[src/rtl/assoc_search_mem.sv]
module assoc_search_mem #(
  parameter int WORDS = 8,
  parameter int WIDTH = 16,
  localparam int AW = (WORDS > 1) ? $clog2(WORDS) : 1
) (
  input  logic             clk,
  input  logic             rst_n,
  input  logic             arg_load,
  input  logic [WIDTH-1:0] arg_in,
  input  logic             key_load,
  input  logic [WIDTH-1:0] key_in,
  input  logic             wr_en,
  input  logic [AW-1:0]    wr_addr,
  input  logic [WIDTH-1:0] wr_data,
  input  logic             search,
  output logic [WORDS-1:0] match_vec,
  output logic             any_match
);

  logic [WIDTH-1:0] arg_q, key_q;
  logic [WIDTH-1:0] store_q [WORDS];
  logic [WORDS-1:0] valid_q;
  logic [WORDS-1:0] hit;
  logic [WORDS-1:0] match_q;

  always_ff @(posedge clk) begin
    if (!rst_n) begin
      arg_q <= '0;
      key_q <= '0;
    end else begin
      if (arg_load) arg_q <= arg_in;
      if (key_load) key_q <= key_in;
    end
  end

  for (genvar w = 0; w < WORDS; w++) begin : g_word
    logic sel;
    assign sel = wr_en && (wr_addr == AW'(w));

    always_ff @(posedge clk) begin
      if (sel) store_q[w] <= wr_data;
    end

    always_ff @(posedge clk) begin
      if (!rst_n)   valid_q[w] <= 1'b0;
      else if (sel) valid_q[w] <= 1'b1;
    end

    assign hit[w] = valid_q[w] && (&(~(arg_q ^ store_q[w]) | ~key_q));
  end

  always_ff @(posedge clk) begin
    if (!rst_n)      match_q <= '0;
    else if (search) match_q <= hit;
  end

  assign match_vec = match_q;
  assign any_match = |match_q;


  match_hold_chk: assert property (@(posedge clk) disable iff (!rst_n)
    !search |=> $stable(match_vec));


  match_reset_chk: assert property (@(posedge clk)
    !rst_n |=> (match_vec == '0));


  invalid_no_hit_chk: assert property (@(posedge clk) disable iff (!rst_n)
    search |=> ((match_vec & ~$past(valid_q)) == '0));


  empty_mask_chk: assert property (@(posedge clk) disable iff (!rst_n)
    (search && key_q == '0) |=> (match_vec == $past(valid_q)));


  write_valid_chk: assert property (@(posedge clk) disable iff (!rst_n)
    wr_en |=> valid_q[$past(wr_addr)]);


  arg_load_chk: assert property (@(posedge clk) disable iff (!rst_n)
    arg_load |=> (arg_q == $past(arg_in)));

endmodule

[config.mk]
export PLATFORM = sky130hd
export DESIGN_NAME = assoc_search_mem
export DESIGN_NICKNAME = d
export VERILOG_FILES = /design/src/rtl/assoc_search_mem.sv
export SDC_FILE = /design/constraint.sdc
export NUM_CORES = 1
export LEC_CHECK = 0
export ABC_AREA = 1
export BUFFER_PORTS_ARGS = -buffer_cell sky130_fd_sc_hd__buf_2
export CORE_MARGIN = 1.5
export CORE_UTILIZATION = 30
export CTS_CLUSTER_DIAMETER = 100
export DETAILED_ROUTE_END_ITERATION = 12
export GPL_ROUTABILITY_DRIVEN = 0
export GPL_TIMING_DRIVEN = 0
export PLACE_DENSITY_LB_ADDON = 0.15
export SYNTH_ARGS = -nofsm -noshare
export SYNTH_HDL_FRONTEND = slang
export SYNTH_SLANG_ARGS = --single-unit
[constraint.sdc]
create_clock -name clk -period 1.76 [get_ports clk]
set_input_delay 0.264 -clock clk [delete_from_list [all_inputs] [get_ports clk]]
set_output_delay 0.264 -clock clk [all_outputs]
set_load 0.01 [all_outputs]
Word level (Yosys, flattened, before mapping)
Memories as Yosys holds them, arrays and structs flattened.
Cells that the tools add are included.
Storage, ports and cells
  register bits after elaboration: 48
  latch bits: 0
  bits in writable memories: 128
  ROM bits: 0
  input port bits: 57
  output and inout bits: 9
  word-level logic and storage cells: 114
  memories: 1
Operators by class
  add/subtract/negate cells: 0
  multipliers: 0
  divide/modulo/power cells: 0
  order comparisons: 0
  eq/ne operators: 7
  shift-type cells: 0
  muxes and demuxes: 37
  bitwise operators: 25
  reductions and logical operators: 33
Memories
  store_q: depth 8, bits a word 16, read ports 8, clocked after memory_dff 0, wr ports 1, line 21  | logic [WIDTH-1:0] store_q [WORDS];
Operators by type and width (number)
  $not A16 Y16: 9
  $or A16 B16 Y16: 8
  $reduce_and A16 Y1: 8
  $xor A16 B16 Y16: 8
  $mux W16: 7
  $reduce_or A16 Y1: 7
  $mux W1: 23
  $mux W3: 7
  $logic_and A1 B1 Y1: 16
  $eq A3 B3 Y1 const B: 4
  $reduce_or A8 Y1: 1
  $eq A3 B2 Y1 const B: 2
  $eq A3 B1 Y1 const B: 1
  $logic_not A3 Y1: 1

Logic depth before layout (Yosys ltp)
  depth after elaboration: 12
  depth in mapped cells: 10
  mapped depth without buffers: 9

Worst setup path before layout
Ideal clock, no wire load.
  kind: input to register
  start point: input wr_en
  end point: memory store_q[0][0] (enable)
  arrival time: 1.157 ns
  slack: 0.213 ns
  stages: 4
  cell sequence: inv_1 > nor2_1 > inv_1 > nor2_1
Between the ends
  elaborated cells between the ends (all ways): 45
  classes of those cells: 30 x mux; 15 x reduce/logical
RTL lines
  from (decl): line 12  | input logic wr_en,
  $logic_and A1 B1 Y1: line 38  | assign sel = wr_en && (wr_addr == AW'(w));
  via g_word[0].sel: line 37  | logic sel;
  $mux W1: line 41  | if (sel) store_q[w] <= wr_data;
  $mux W1 (not written as such): line 41
  $mux W1 (no source line) (7 in a row)
  to (decl): line 21
The timed path passes the listed nets, and every way through them passes these cells.

Final worst setup path
  start point: register match_q[3] (netlist: match_vec[3])
  end point: output any_match
Between the ends
  word-level cells in the longest chain between the ends: 1
Ends and longest elaborated chain
  from (decl): line 24  | logic [WORDS-1:0] match_q;
  from (signal assigned): line 54  | else if (search) match_q <= hit;
  $reduce_or A8 Y1: line 58  | assign any_match = |match_q;
  to (decl): line 17  | output logic any_match
Every way passes these cells.

==> impl_metrics.csv <==
group,metric,value,unit
setup_path,crit_required,1500,ps
timing,slew_headroom,35.6,%
routing,drt_wl_total,23.5,mm
clock_tree,cts_hold_buffers,0,
synth,yosysSeqAreaShare,59.3,%
timing,finalHoldViolations,0,
placed_design,numPortBuffers,64,
synth,synthesis.area,8110,µm²
clock_tree,clk-insertion-delay-late,440,ps
cells_and_area,seqCellArea,4800,µm²
floorplan,die-area,28000,µm²
synth,yosysWarnings,0,
routing,route.detailed.drc,0,
floorplan,design.portCount,66,
global_route,grt_antenna_before_repair,1,
cells_and_area,fillers,2691,
setup_path,worstPathArrival,1400,ps
cells_and_area,final_cell_mix,"nand2_1, edfxtp_1, nor2_1, nand3_1, inv_1",
synth,synthTopCellsByArea,"edfxtp_1, dfxtp_1, nand2_1, nand3_1, nor2_1",
synth,ys_types,25,
clock_tree,clk_path_buf_depth,2,
timing,finalCritPeriodShare,94.6,%
synth,yosysTopAreaCellShare,47.4,%
clock_tree,clock_sinks,176,
setup_path,worstSetupEndpointType,"output pin",
cells_and_area,area_growth,19.0,%
routing,post_drt_via_cell_ratio,4.53,
clock_tree,clk_pin_slew,70,ps
routing,dr.pass1.iters,5,
clock_tree,cts_root_buf,"clkbuf_16",
placed_design,dp_hpwl,16.9,mm
global_route,grt_usage,17.4,%
placed_design,placed_cells,1325,
timing,timing.fmax,0.601,GHz
floorplan,row_count,59,
cells_and_area,fin_util,36.7,%
timing,setup_violations,0,
setup_path,path_max_fanout,3,
floorplan,die-width,167,µm
timing,maxSlewViolCount,0,
routing,wire_per_inst,17.3,µm
floorplan,die_h,167,µm
clock_tree,ctsHtreeMaxLevel,4,
global_route,grt_pass1_wl,35.6,mm
routing,drt_iter0_markers,464,
flow_run,cap_violations,0,
global_route,gr-total-overflow,0,
cells_and_area,final_common_cell,"nand2_1",
global_route,grt_pass1_vias,5951,
synth,ys_ff_latch,176,
power,power.density,989,nW/µm²
cells_and_area,stdcell_count,1358,
synth,synth_top_area_cell,"edfxtp_1",
worst_hold_path,hp-class,"input port to register",
timing,skew,11.1,ps
global_route,grt_max_degree,18,
setup_path,rrSetupSlack,260,ps
synth,syn-num-nets,976,
setup_path,cp-start-kind,"register",
setup_path,critPathKind,"register to output pin",
floorplan,initial_utilization,30.8,%
clock_tree,cts_tree,"yes",
run_status,status,"completed",
power,irDropWorstVdd,613,µV
cells_and_area,drive_above_1_share,15.4,%
timing,rsz0062_at_grt,"false",
power,total_power,0.00954,W
floorplan,core,26300,µm²
routing,final_antenna_net_count,0,
clock_tree,cts_made_buffers,17,
synth,syn_avg_cell_area,8.82,µm²
cells_and_area,multi_input_area,2710,µm²
timing,finalCriticalPeriod,1670,ps
timing,tightestPinTransition,965,ps
power,leakagePower,4.00,nW
routing,via_count,6151,
cells_and_area,final_nets,1066,
synth,synthCells,919,
==> layer usage <==
| layer | track usage [%] | vias to the layer above | wire (µm) |
|---|---|---|---|
| li1 | - | 3146 | - |
| met1 | 24.2 | 2846 | 11300 |
| met2 | 28.3 | 147 | 11000 |
| met3 | 3.38 | 12 | 1000 |
| met4 | 3.41 | 0 | 176 |
| met5 | 0 | - | 0 |
==> cell type report <==
class	instances	share of cell area, %
antenna	1	0.0259
buffer	43	2.61
clock buffer	17	4.41
clock inverter	15	1.79
inverter	98	3.81
multi-input combinational	602	28.1
sequential	176	49.8
tap	335	4.35
timing repair buffer	71	5.06
==> critical path: stages (launching register included) <==
cell and delay (ps):
dfxtp_1 380, nor4_2 310, nand2_1 120, buf_2 160
==> cells by family (layout without fill, tap and decap cells) <==
logic type                Yosys count  in the layout  share of synthesized area (%)
other                               0              1                              0
buffers and inverters             141            244                           7.64
xor gates and xnor gates           24             24                           2.59
DFF                               176            176                           59.3
AOI/OAI and AO/OA                  49             49                           3.07
and+or+nand+nor                   529            529                           27.4
==> through the flow <==
stage	hold slack [ps]	area, µm²	TNS (ps)	setup slack [ps]
after floorplan	363	8110	0	213
after global placement	449	8850	-127210	-1140
after detailed placement	459	9040	-1660	-117
after CTS	40.8	9640	0	25.8
after global routing	59.5	9640	0	21.7
final	49.7	9650	0	94.8
==> cells in the mapped netlist <==
library cell	number
nand2_1	254
edfxtp_1	128
nand4_1	16
clkbuf_2	2
nor2_1	129
a21oi_2	1
nor2_2	4
nand3_1	102
buf_2	13
clkinv_1	9
or2_1	6
buf_6	7
or2_2	14
buf_8	1
clkbuf_1	14
buf_4	2
buf_1	4
or2_0	2
a21oi_1	16
nor4_1	2
o21ai_0	32
inv_1	87
inv_2	2
xor2_1	24
dfxtp_1	48
==> power by group <==
group	internal, W	leakage, nW	switching, W
logic	0.000326	2.16	0.000651
clock network	0.00214	0.288	0.00176
registers	0.00460	1.56	0.0000619
total	0.00707	4.00	0.00247
==> final timing paths <==
check             depth (start not counted)         start            to
hold / removal                            3     key_in[7]      key_q[7]
setup / recovery                          3  match_vec[3]     any_match
setup reg to reg                          8      arg_q[3]  match_vec[4]
hold reg to reg                           2    valid_q[3]    valid_q[3]
==> repair_timing <==
action / in CTS / in global routing
buffers inserted: 0 / 0
endpoints found under the hold margin: 0 / 0
resized for setup: 1 / 0
setup endpoints to repair: 1 / 0
==> sequential cells by signal, summed over array words and instances (netlist names) <==
name and count:
store_q 128, arg_q 16, key_q 16, match_vec 8, valid_q 8
(Power assumes the default switching activity.)
